==> src/rtl/adc_sdo_pkg.sv <==
package adc_sdo_pkg;

  typedef enum logic {
    FR_IDLE  = 1'b0,
    FR_SHIFT = 1'b1
  } fr_state_e;

  function automatic int frame_len(input int res_w, input int lead_zeros);
    return res_w + lead_zeros;
  endfunction

endpackage

==> src/rtl/adc_sdo_sync.sv <==
module adc_sdo_sync #(
  parameter int   STAGES  = 2,
  parameter logic RST_VAL = 1'b1
) (
  input  logic clk_i,
  input  logic rst_ni,
  input  logic async_i,
  output logic fall_o,
  output logic rise_o
);

  logic [STAGES-1:0] sync_q;
  logic              prev_q;

  always_ff @(posedge clk_i or negedge rst_ni) begin
    if (!rst_ni) begin
      sync_q <= {STAGES{RST_VAL}};
      prev_q <= RST_VAL;
    end else begin
      sync_q[0] <= async_i;
      for (int k = 1; k < STAGES; k++) sync_q[k] <= sync_q[k-1];
      prev_q <= sync_q[STAGES-1];
    end
  end

  assign fall_o = prev_q & ~sync_q[STAGES-1];
  assign rise_o = ~prev_q & sync_q[STAGES-1];

endmodule

==> src/rtl/adc_sdo_ctrl.sv <==
module adc_sdo_ctrl
  import adc_sdo_pkg::*;
#(
  parameter int FRAME_LEN = 16
) (
  input  logic clk_i,
  input  logic rst_ni,
  input  logic cs_fall_i,
  input  logic cs_rise_i,
  input  logic sclk_fall_i,
  output logic load_o,
  output logic shift_o,
  output logic active_o
);

  localparam int CNT_W = (FRAME_LEN > 1) ? $clog2(FRAME_LEN) : 1;
  localparam logic [CNT_W-1:0] LAST_CNT = CNT_W'(FRAME_LEN - 1);

  fr_state_e        state_q;
  logic [CNT_W-1:0] cnt_q;
  logic             abort;
  logic             step;

  assign abort   = (state_q == FR_SHIFT) & cs_rise_i & ~cs_fall_i;
  assign step    = (state_q == FR_SHIFT) & sclk_fall_i & ~cs_rise_i & ~cs_fall_i;
  assign load_o  = cs_fall_i;
  assign shift_o = step;
  assign active_o = (state_q == FR_SHIFT);

  always_ff @(posedge clk_i or negedge rst_ni) begin
    if (!rst_ni) begin
      state_q <= FR_IDLE;
      cnt_q   <= '0;
    end else if (cs_fall_i) begin
      state_q <= FR_SHIFT;
      cnt_q   <= '0;
    end else if (abort) begin
      state_q <= FR_IDLE;
      cnt_q   <= '0;
    end else if (step) begin
      if (cnt_q == LAST_CNT) begin
        state_q <= FR_IDLE;
        cnt_q   <= '0;
      end else begin
        cnt_q <= cnt_q + 1'b1;
      end
    end
  end

endmodule

==> src/rtl/adc_sdo_shreg.sv <==
module adc_sdo_shreg #(
  parameter int RES_W      = 12,
  parameter int LEAD_ZEROS = 4
) (
  input  logic             clk_i,
  input  logic             rst_ni,
  input  logic             load_i,
  input  logic             shift_i,
  input  logic [RES_W-1:0] sample_i,
  output logic             bit_o
);

  localparam int FRAME_W = RES_W + LEAD_ZEROS;

  logic [FRAME_W-1:0] sh_q;

  // leading zeros come from zero extension of the captured result
  always_ff @(posedge clk_i or negedge rst_ni) begin
    if (!rst_ni)      sh_q <= '0;
    else if (load_i)  sh_q <= FRAME_W'(sample_i);
    else if (shift_i) sh_q <= {sh_q[FRAME_W-2:0], 1'b0};
  end

  assign bit_o = sh_q[FRAME_W-1];

endmodule

==> src/rtl/adc_sdo_shifter.sv <==
module adc_sdo_shifter
  import adc_sdo_pkg::*;
#(
  parameter int RES_W       = 12,
  parameter int LEAD_ZEROS  = 4,
  parameter int SYNC_STAGES = 2
) (
  input  logic             clk_i,
  input  logic             rst_ni,
  input  logic             cs_n_i,
  input  logic             sclk_i,
  input  logic [RES_W-1:0] sample_i,
  output logic             sdata_o,
  output logic             sdata_oe_o
);

  localparam int FRAME_LEN = frame_len(RES_W, LEAD_ZEROS);
  localparam int CS_IDX    = 0;
  localparam int SCLK_IDX  = 1;

  logic [1:0] raw_in;
  logic [1:0] fall_v;
  logic [1:0] rise_v;
  logic       cs_fall, cs_rise, sclk_fall;
  logic       load, shift, active, cur_bit;

  assign raw_in = {sclk_i, cs_n_i};

  for (genvar g = 0; g < 2; g++) begin : g_sync
    adc_sdo_sync #(
      .STAGES (SYNC_STAGES),
      .RST_VAL(1'b1)
    ) u_sync (
      .clk_i  (clk_i),
      .rst_ni (rst_ni),
      .async_i(raw_in[g]),
      .fall_o (fall_v[g]),
      .rise_o (rise_v[g])
    );
  end

  assign cs_fall   = fall_v[CS_IDX];
  assign cs_rise   = rise_v[CS_IDX];
  assign sclk_fall = fall_v[SCLK_IDX];

  adc_sdo_ctrl #(
    .FRAME_LEN(FRAME_LEN)
  ) u_ctrl (
    .clk_i      (clk_i),
    .rst_ni     (rst_ni),
    .cs_fall_i  (cs_fall),
    .cs_rise_i  (cs_rise),
    .sclk_fall_i(sclk_fall),
    .load_o     (load),
    .shift_o    (shift),
    .active_o   (active)
  );

  adc_sdo_shreg #(
    .RES_W     (RES_W),
    .LEAD_ZEROS(LEAD_ZEROS)
  ) u_shreg (
    .clk_i   (clk_i),
    .rst_ni  (rst_ni),
    .load_i  (load),
    .shift_i (shift),
    .sample_i(sample_i),
    .bit_o   (cur_bit)
  );

  assign sdata_oe_o = active;
  assign sdata_o    = active & cur_bit;

endmodule

==> config.mk <==
export PLATFORM = sky130hd
export DESIGN_NAME = adc_sdo_shifter
export DESIGN_NICKNAME = d
export VERILOG_FILES = /design/src/rtl/adc_sdo_pkg.sv /design/src/rtl/adc_sdo_sync.sv /design/src/rtl/adc_sdo_ctrl.sv /design/src/rtl/adc_sdo_shreg.sv /design/src/rtl/adc_sdo_shifter.sv
export SDC_FILE = /design/constraint.sdc
export NUM_CORES = 1
export LEC_CHECK = 0
export ABC_AREA = 1
export ABC_CLOCK_PERIOD_IN_PS = 2000
export BUFFER_PORTS_ARGS = -buffer_cell sky130_fd_sc_hd__buf_2
export CELL_PAD_IN_SITES_DETAIL_PLACEMENT = 2
export CELL_PAD_IN_SITES_GLOBAL_PLACEMENT = 2
export CORE_ASPECT_RATIO = 0.8
export CORE_MARGIN = 2
export CORE_UTILIZATION = 33
export DETAILED_ROUTE_END_ITERATION = 10
export PLACE_DENSITY_LB_ADDON = 0.1
export SYNTH_ARGS = -nofsm -noshare
export SYNTH_HDL_FRONTEND = slang
export SYNTH_HIERARCHICAL = 1
export SYNTH_SLANG_ARGS = --single-unit
==> constraint.sdc <==
create_clock -name clk_i -period 2 [get_ports clk_i]
set_input_delay 0.3 -clock clk_i [delete_from_list [all_inputs] [get_ports clk_i]]
set_output_delay 0.3 -clock clk_i [all_outputs]
set_load 0.03 [all_outputs]
# --- Word level (Yosys, flattened, before mapping) ---
# Index checks and enable logic that the tools add are counted.
word_totals:
  in_bits: 16
  word_cells: 37
  output_inout_bits: 2
  regBits: 27
classes:
  reduce_logical: 4
  bitwise_logic: 14
  addsub: 1
  muxes: 10
  eq_ne: 1
op_table:
  columns: ["operator", "count"]
  rows:
  - ["$mux W16", 2]
  - ["$mux W4", 4]
  - ["$and A1 B1 Y1", 9]
  - ["$reduce_bool A3 Y1", 2]
  - ["$not A1 Y1", 5]
  - ["$add A4 B1 Y4 const B", 1]
  - ["$eq A4 B4 Y1 const B", 1]
  - ["$mux W1", 4]
  - ["$reduce_and A2 Y1", 1]
  - ["$reduce_bool A2 Y1", 1]

# --- Longest topological paths before layout ---
# Gate-level depths: netlist (run 1).
logic_depth:
  ltp_word: 8
  ltp_mapped: 10
  ltp_nobuf: 9

# --- By module ---
# Netlist (run 1), hierarchy kept.
by_module_without_submodules:
  columns: ["mod", "instances", "area_each_um2", "seq_area_each_um2", "cells_each"]
  rows:
  - ["adc_sdo_shreg", 1, 760.7, 400.4, 84]
  - ["adc_sdo_ctrl", 1, 306.5, 125.1, 46]
  - ["adc_sdo_sync", 2, 93.8, 78.8, 7]
  - ["adc_sdo_shifter", 1, 7.5, 0.0, 2]

# --- Least setup slack after synthesis (run 1) ---
# Ideal clock, no wire load.
synth_timing:
  path_kind: "register to register"
  start: "register g_sync[0].u_sync.sync_q[1]"
  end: "register u_shreg.sh_q[5]"
  arrival_ns: 1.419
  path_buffers: 2
  period_less_slack_ns: 1.488
  path_stages_with_launch: 11
  t_required_ns: 1.932
  setup_ns: 0.068
  path_slack_ns: 0.512
  cell_sequence: "dfstp_2 -> inv_1 -> nor2_1 -> inv_1 -> nand3_1 -> nor2_1 -> buf_4 -> nor2_4 -> buf_6 -> nand2_1 -> nand3_1"
synth_between:
  elab_chain_len: 5
  word_cells_on_any_way: 9
  cone_classes: "mux: 1; bitwise: 7; reduce/logical: 1"
synth_lines:
  columns: ["element", "line", "source"]
  rows:
  - ["start: declaration", "adc_sdo_sync.sv:12", "logic [STAGES-1:0] sync_q;"]
  - ["start signal: assignment", "adc_sdo_sync.sv:17", "sync_q <= {STAGES{RST_VAL}};"]
  - ["$and A1 B1 Y1", "adc_sdo_sync.sv:27", "assign rise_o = ~prev_q & sync_q[STAGES-1];"]
  - ["net cs_rise", "adc_sdo_shifter.sv:24", "logic cs_fall, cs_rise, sclk_fall;"]
  - ["$not A1 Y1", "adc_sdo_ctrl.sv:25", "assign step = (state_q == FR_SHIFT) & sclk_fall_i & ~cs_rise_i & ~cs_fall_i;"]
  - ["$and A1 B1 Y1 (2 in a row)", "adc_sdo_ctrl.sv:25", null]
  - ["net shift", "adc_sdo_shifter.sv:25", "logic load, shift, active, cur_bit;"]
  - ["$reduce_bool A2 Y1 (no line)", null, null]
  - ["end signal: assignment", "adc_sdo_shreg.sv:20", "else if (load_i) sh_q <= FRAME_W'(sample_i);"]
  - ["end signal: assignment", "adc_sdo_shreg.sv:21", "else if (shift_i) sh_q <= {sh_q[FRAME_W-2:0], 1'b0};"]
  - ["end: declaration", "adc_sdo_shreg.sv:15", "logic [FRAME_W-1:0] sh_q;"]
# The timed path passes the listed nets, and every way through them passes these cells.
# A chain may end at the register's enable or synchronous reset.

# --- Final worst setup path (run 1) ---
layout_timing:
  start: "register g_sync[0].u_sync.sync_q[1]"
  end: "register u_shreg.sh_q[15]"
# Same word-level chain as after synthesis.

==> results of run 1 <==
-- power breakdown --
| group | switching, µW | internal (µW) |
|---|---|---|
| combinational | 104 | 56.5 |
| sequential | 46.2 | 610 |
| clock | 170 | 140 |
-- area by class of cell --
class,instances,area [µm²],area share
Clock inverter,1,5.00,0.00355
Multi-Input combinational cell,99,482,0.341
Sequential cell,27,683,0.484
Clock buffer,3,41.3,0.0293
Inverter,12,45.0,0.0319
Tap cell,44,55.1,0.0390
Timing Repair Buffer,19,100,0.0709
-- routing by layer --
layer  up-vias  global-route usage  share of wire
met4         0              0.0397         0.0086
li1        487                   -              -
met2        11               0.278           0.48
met1       482               0.226           0.49
met3         5              0.0357          0.024
met5         -                   0              0
-- through the flow --
step	util	TNS [ns]	cells	power (µW)	instance area, µm²
2_1_floorplan	-	0	144	765	1250
3_3_place_gp	0.364	0	201	817	1360
3_5_place_dp	0.364	-0.405	201	830	1360
4_1_cts	0.377	0	205	1150	1410
5_1_grt	0.379	0	205	1200	1410
6_report	0.379	0	205	1130	1410
-- flip-flops by register name, indices dropped and copies added, names as in the netlist --
signal,flops
g_sync.u_sync/sync_q,4
u_shreg/sh_q,16
g_sync.u_sync/prev_q,2
u_ctrl/cnt_q,4
u_ctrl/active_o,1
-- placed cells by master, fill, tap and decap left out, types with 2 or more instances in the layout --
cell type	n
nand3_2	8
dfrtp_1	21
buf_2	17
inv_1	11
nor2_1	7
dfstp_2	6
nand3_1	20
nor2_4	2
clkbuf_8	3
nand2_1	56
buf_4	2
o21ai_0	2
-- how the worst min path moves through the flow --
stage | end | slack, ns | from | cells past startpoint
finish | u_ctrl/cnt_q[0] | 0.02 | rst_ni | 1
global route | u_ctrl/cnt_q[2] | 0.06 | rst_ni | 1
CTS | u_ctrl/cnt_q[2] | 0.05 | rst_ni | 1
detailed placement | g_sync[1].u_sync/sync_q[1] | 0.35 | g_sync[1].u_sync/sync_q[0] | 0
global placement | u_ctrl/cnt_q[3] | 0.35 | rst_ni | 1
floorplan | u_ctrl/active_o | 0.004 | rst_ni | 0
-- critical path, delay by kind of cell (launching register included) --
family                 cells  cell delay, ns
and+or+nand+nor            4            0.79
DFF                        1            0.55
AOI/OAI and AO/OA          1            0.15
buffers and inverters      2            0.12
-- timing repair --
action                                  4_1_cts  5_1_grt
endpoints found under the setup margin       17       11
gates resized for setup                       1        1
hold buffers                                  0        0
pin swaps                                     0        0
==> results_dict.tcl, run 1 <==
set metrics [dict create \
    status "completed" \
    die_x_um 72.9 \
    htree_num_levels 1 \
    routabilityCongestion 0.713 \
    slew_headroom 0.595 \
    antenna_found_initial 0 \
    drtAntennaViolNets 0 \
    r2r_end "u_shreg/sh_q[15]" \
    synth_nets 161 \
    max_cap_viol_count 0 \
    reg2regPathDepth 7 \
    grt_max_degree 28 \
    coreArea_um2 3730 \
    clk_latency_ns 0.27 \
    tightest_slew_ns 0.607 \
    grt_pass1_vias 1107 \
    leakagePower_uw 0.000715 \
    crit_slowest_cell "dfstp_2" \
    arrival_ns 1.90 \
    finalClockSkew_ns 0.00396 \
    whs_ns 0.0246 \
    r2r_slack_ns 0.25 \
    setup.worst_path.end_class "register" \
    critical_path.endpoint "u_shreg/sh_q[15]" \
    crit-reg2reg-launch "g_sync[0].u_sync/sync_q[1]" \
    drive_gt1_frac 0.255 \
    die_h_um 59.2 \
    vdd_ir_drop_max_mv 0.350 \
    grt_overflow 0 \
    wl_per_cell_um 14.8 \
    synth_area_per_cell_um2 8.71 \
    firstDrtPassIters 4 \
    syn_area_um2 1250 \
    port_buffers 17 \
    setup_viol 0 \
    cts.clk_slew.worst_paths_ns 0.09 \
    fmax_mhz 571 \
    path_class "register to register" \
    cts_root_buffer "clkbuf_8" \
    cts_sinks 27 \
    post_cts_buffers 0 \
    worstHoldPathType "input pin to async pin" \
    critPathRequiredTime_ns 2.14 \
    cts_tree "done" \
    drt-initial-drc-count 74 \
    rsz0062_at_grt "false" \
    grt_pass1_wl_mm 5.43 \
    initial_core_util 0.337 \
    diodes 0 \
    totalWireLength_mm 3.04 \
    grt_usage 0.168 \
    worst-path-max-fanout 16 \
    dieArea_um2 4320 \
    cpPeakStageDelay_ns 0.55 \
    synth_cells 144 \
    yosysWarnings 6 \
    post-dp-hpwl_mm 2.23 \
    finalCriticalPeriod_ns 1.75 \
    vias 985 \
    ios 18 \
    dp_slack_ns -0.0849 \
    fillCellCount 436 \
    fp-row-count 20 \
    avgViaCountPerCell 4.80 \
    crit_chain "inv_1, nor2_1, inv_1, nand3_1, nor2_4, nor2_4, o21ai_0" \
    period_share 0.876 \
    p_per_area_nw_per_um2 797 \
    numCtsBuffers 3 \
    final_hold_viol_count 0 \
    critical_path.startpoint "g_sync[0].u_sync/sync_q[1]" \
    setup_slack_ns 0.248 \
    cts_buffer_depth 2 \
    critPathLaunchType "register" \
    syn2layout_area_growth_pct 12.5 \
    nNetsFinal 179 \
    drc_errors 0 \
    slew_violations 0 \
]
No activity file was read; power rests on OpenSTA's default activity.
==> run 2, diff against run 1 <==
ABC_CLOCK_PERIOD_IN_PS = 1800   (was 2000)
clock period = 1.8 ns   (was 2 ns; I/O delays follow)
==> results_dict.tcl, run 2 (same netlist as run 1, synthesis figures left out) <==
set metrics [dict create \
    r2r_end "u_shreg/sh_q[11]" \
    fillCellCount 425 \
    cp_common_cell "nand2_1" \
    reg2regPathDepth 9 \
    switching_share 0.274 \
    ios 18 \
    fp-row-count 20 \
    dp_slack_ns 0.0962 \
    vdd_ir_drop_max_mv 0.318 \
    crit_chain "inv_1, nor2_1, nand3_1, nor2_1, buf_4, nand2_1, nand2_1, nand2_1, nand2_1" \
    status "finished, violations left" \
    power_uw 1250 \
    critPathRequiredTime_ns 2.01 \
    grt_usage 0.150 \
    drive_gt1_frac 0.261 \
    numCtsBuffers 3 \
    crit-reg2reg-launch "g_sync[1].u_sync/prev_q" \
    period_share 0.892 \
    die_x_um 72.9 \
    post-dp-hpwl_mm 2.18 \
    r2r_slack_ns 0.19 \
    p_per_area_nw_per_um2 867 \
    dieArea_um2 4320 \
    cts_sinks 27 \
    rsz0062_at_grt "false" \
    violations "hold timing" \
    nNetsFinal 183 \
    whs_ns -0.00205 \
    die_h_um 59.2 \
    largest_reg_flops 16 \
    cts.clk_slew.worst_paths_ns 0.09 \
    final_hold_viol_count 2 \
    wl_per_cell_um 13.6 \
    antenna_found_initial 0 \
    critPathTopFamily "simple AND/OR/NAND/NOR gates" \
    critPathLaunchType "register" \
    final_design_area_no_fill_um2 1450 \
    top_register "u_shreg/sh_q" \
    worst-path-max-fanout 10 \
    cpPeakStageDelay_ns 0.52 \
    max_cap_viol_count 0 \
    arrival_ns 1.81 \
    cts_tree "done" \
    reg_top3 "u_shreg/sh_q x16, g_sync.u_sync/sync_q x4, u_ctrl/cnt_q x4" \
    grt_overflow 0 \
    critical_path_depth 9 \
    clk_latency_ns 0.27 \
    diodes 0 \
    coreArea_um2 3730 \
    slew_headroom 0.590 \
    critical_path.startpoint "g_sync[1].u_sync/prev_q" \
    worstHoldPathType "input pin to async pin" \
    setup_viol 0 \
    firstDrtPassIters 4 \
    drt-initial-drc-count 53 \
    p_comb_frac 0.150 \
    path_buf_inv 2 \
    cts_hold_buf 0 \
    totalWireLength_mm 2.84 \
    path_class "register to register" \
    finish.utilization 0.388 \
    grt_pass1_wl_mm 4.99 \
    grt_pass1_vias 1046 \
    drc_errors 0 \
    port_buffers 17 \
    critical_path.endpoint "u_shreg/sh_q[11]" \
    setup_slack_ns 0.195 \
    initial_core_util 0.337 \
    setup.worst_path.end_class "register" \
    syn2layout_area_growth_pct 15.2 \
    avgViaCountPerCell 4.76 \
    cts_resized 0 \
    finalClockSkew_ns 0.0108 \
    cts_buffer_depth 2 \
    fin_setup_tns_ns 0 \
    final_cell_mix "nand2_1 (56), dfrtp_1 (21), nand3_1 (20)" \
    layout_commonest_cell "nand2_1" \
    dpl_cell_area_um2 1370 \
    slew_violations 0 \
    switching_power_uw 343 \
    tightest_slew_ns 0.616 \
    leakagePower_uw 0.000738 \
    routabilityCongestion 0.753 \
    seq_power_share 0.580 \
    intPower_uw 910 \
    fmax_mhz 623 \
    drtAntennaViolNets 0 \
    finalCriticalPeriod_ns 1.61 \
    cts_root_buffer "clkbuf_8" \
    p_clk_frac 0.269 \
    grt_max_degree 28 \
    htree_num_levels 1 \
    crit_slowest_cell "dfstp_2" \
    vias 995 \
]
run 2: worst reg2reg max path, delay by kind of cell, from the launching register on:
family / cells / cell delay (ns)
buf+inv: 2 / 0.29
flops: 1 / 0.52
simple gates: 7 / 0.75
run 2: how the worst min path moves through the flow:
stage | to | startpoint | cells after the start
detailed placement | u_ctrl/cnt_q[2] | rst_ni | 1
CTS | u_ctrl/cnt_q[0] | rst_ni | 1
global placement | u_ctrl/cnt_q[3] | rst_ni | 1
floorplan | u_ctrl/active_o | rst_ni | 0
global route | u_ctrl/cnt_q[0] | rst_ni | 1
finish | u_ctrl/cnt_q[0] | rst_ni | 1
run 2: cell type report:
class	instances	area, µm²	area share
Sequential cell	27	683	0.473
Multi-Input combinational cell	99	474	0.328
Timing Repair Buffer	23	143	0.0987
Tap cell	44	55.1	0.0381
Clock buffer	4	45.0	0.0312
Inverter	12	45.0	0.0312
run 2: what timing repair did:
item	in CTS	in global routing
endpoints found under the setup margin	0	4
endpoints found under the hold margin	0	0
buffers inserted	0	2
run 2: metrics by stage:
stage / cells / hold slack (ns)
6_report: 209 / -0.00205
5_1_grt: 209 / 0.0307
4_1_cts: 207 / 0.0234
3_5_place_dp: 203 / 0.327
3_3_place_gp: 203 / 0.321
2_1_floorplan: 144 / -0.0256
run 2: routing by layer:
layer  vias up  GRT usage  wire length, µm
met4         0     0.0238               14
li1        491          -                -
met1       490      0.199             1350
met5         -          0                0
met3         3     0.0357               66
met2        11      0.256             1410
run 2: power by group through the flow:
stage,Sequential (µW),Clock (µW),Combinational [µW]
after floorplan,733,0,117
after global placement,735,0,173
after detailed placement,740,0,182
after CTS,728,360,183
after global routing,738,391,217
final,727,338,188
==> run 3, diff against run 2 <==
ABC_CLOCK_PERIOD_IN_PS = 2000   (was 1800)
CORE_UTILIZATION = 36   (was 33)
clock period = 2 ns   (was 1.8 ns; I/O delays follow)
==> results_dict.tcl, run 3 (same netlist as run 1, synthesis figures left out) <==
set metrics [dict create \
    p_comb_frac 0.142 \
    grt_usage 0.170 \
    port_buffers 17 \
    post-dp-hpwl_mm 2.24 \
    status "completed" \
    crit-reg2reg-launch "g_sync[1].u_sync/prev_q" \
    seq_power_share 0.581 \
    setup.worst_path.end_class "register" \
    grt_overflow 0 \
    top_register "u_shreg/sh_q" \
    worstHoldPathType "input pin to async pin" \
    setup_slack_ns 0.193 \
    initial_core_util 0.372 \
    htree_num_levels 1 \
    totalWireLength_mm 3.03 \
    slew_headroom 0.587 \
    cts.clk_slew.worst_paths_ns 0.09 \
    critPathLaunchType "register" \
    antenna_found_initial 0 \
    crit_slowest_cell "dfstp_2" \
    routabilityCongestion 0.693 \
    max_cap_viol_count 0 \
    groute.layer.met1.usage 0.223 \
    dieArea_um2 3980 \
    drt-initial-drc-count 47 \
    fp-row-count 19 \
    r2r_slack_ns 0.19 \
    p_per_area_nw_per_um2 804 \
    fillCellCount 391 \
    vdd_ir_drop_max_mv 0.263 \
    syn2layout_area_growth_pct 11.8 \
    dpl_cell_area_um2 1360 \
    drc_errors 0 \
    cp_common_cell "nand3_1" \
    slew_violations 0 \
    wl_per_cell_um 14.9 \
    leakagePower_uw 0.000712 \
    tightest_slew_ns 0.619 \
    switching_power_uw 319 \
    grt_pass1_wl_mm 5.27 \
    crit_chain "inv_1, nor2_1, nand3_1, nor2_2, buf_4, nand3_1, nand3_1" \
    worst-path-max-fanout 9 \
    intPower_uw 808 \
    rsz0062_at_grt "false" \
    layout_commonest_cell "nand2_1" \
    p_clk_frac 0.277 \
    final_hold_viol_count 0 \
    dp_slack_ns -0.0283 \
    numCtsBuffers 3 \
    drtAntennaViolNets 0 \
    firstDrtPassIters 4 \
    cts_tree "done" \
    clk_latency_ns 0.27 \
    switching_share 0.283 \
    grt_max_degree 28 \
    cts_root_buffer "clkbuf_8" \
    critPathRequiredTime_ns 2.21 \
    largest_reg_flops 16 \
    final_cell_mix "nand2_1 (56), dfrtp_1 (21), nand3_1 (20)" \
    nNetsFinal 179 \
    reg2regPathDepth 7 \
    vias 983 \
    gr-usage-met2 0.279 \
    diodes 0 \
    cpPeakStageDelay_ns 0.53 \
    grt_use_met3 0.0449 \
    cts_buffer_depth 2 \
    finalClockSkew_ns 0.00388 \
    coreArea_um2 3380 \
    setup_viol 0 \
    ios 18 \
    path_class "register to register" \
    die_h_um 56.8 \
    cts_sinks 27 \
    grt_pass1_vias 1096 \
    finalCriticalPeriod_ns 1.81 \
    fmax_mhz 554 \
    avgViaCountPerCell 4.84 \
    reg_top3 "u_shreg/sh_q x16, g_sync.u_sync/sync_q x4, u_ctrl/cnt_q x4" \
    post_cts_buffers 0 \
    arrival_ns 2.02 \
    grt.busiest_layer "met2" \
    r2r_end "u_shreg/sh_q[1]" \
    final_design_area_no_fill_um2 1400 \
    period_share 0.903 \
    drive_gt1_frac 0.248 \
    die_x_um 70.0 \
]
## run 3: cell types whose count changed in the layout (fill, tap and decap cells not counted)
cell	delta
nor2_1	-1
buf_12	-1
nor2_2	+1
buf_4	-3
## run 3: what timing repair did
item / in CTS / in global routing
hold buffers: 0 / 0
setup endpoints to repair: 9 / 0
gates resized for setup: 1 / 0
## run 3: area by class of cell
type | count | area, µm² | area share
sequential | 27 | 683 | 0.487
multi-input combinational | 99 | 477 | 0.340
timing repair buffer | 19 | 100 | 0.0714
tap | 42 | 52.6 | 0.0375
clock buffer | 4 | 45.0 | 0.0321
inverter | 12 | 45.0 | 0.0321
## run 3: metal layers
metal | wire length, µm | share of wire
met5 | 0 | 0
met4 | 23 | 0.0076
met3 | 97 | 0.032
met2 | 1480 | 0.49
met1 | 1430 | 0.47
## run 3: worst max-delay path by stage
stage          slack (ns)         endpoint  cells after the start                  startpoint
6_report             0.19  u_shreg/sh_q[1]                      7     g_sync[1].u_sync/prev_q
5_1_grt             0.005  u_shreg/sh_q[1]                      7     g_sync[1].u_sync/prev_q
4_1_cts              0.17  u_shreg/sh_q[1]                      7     g_sync[1].u_sync/prev_q
3_5_place_dp        -0.03  u_shreg/sh_q[1]                      7     g_sync[1].u_sync/prev_q
3_3_place_gp         0.13  u_shreg/sh_q[1]                      7     g_sync[1].u_sync/prev_q
2_1_floorplan        0.51  u_shreg/sh_q[5]                     10  g_sync[0].u_sync/sync_q[1]
## run 3: critical path, delay by kind of cell (launching register included)
| kind | cells | cell delay [ns] |
|---|---|---|
| buffers and inverters | 2 | 0.31 |
| AND/OR/NAND/NOR | 5 | 0.90 |
| flip-flops | 1 | 0.53 |
## run 3: through the flow
stage	total power (µW)	utilization	TNS, ns	hold WS [ns]	instances
global route	1200	0.415	0	0.0547	203
CTS	1160	0.415	0	0.0371	203
floorplan	765	-	0	0.00441	144
finish	1130	0.415	0	0.0319	203
detailed placement	829	0.401	-0.0347	0.348	199
global placement	815	0.401	0	0.345	199
## run 3: power groups by stage
stage	sequential, µW	clock (µW)	combinational (µW)
5_1_grt	665	350	186
3_3_place_gp	663	0	152
6_report	655	312	160
4_1_cts	657	334	164
2_1_floorplan	660	0	105
3_5_place_dp	666	0	163
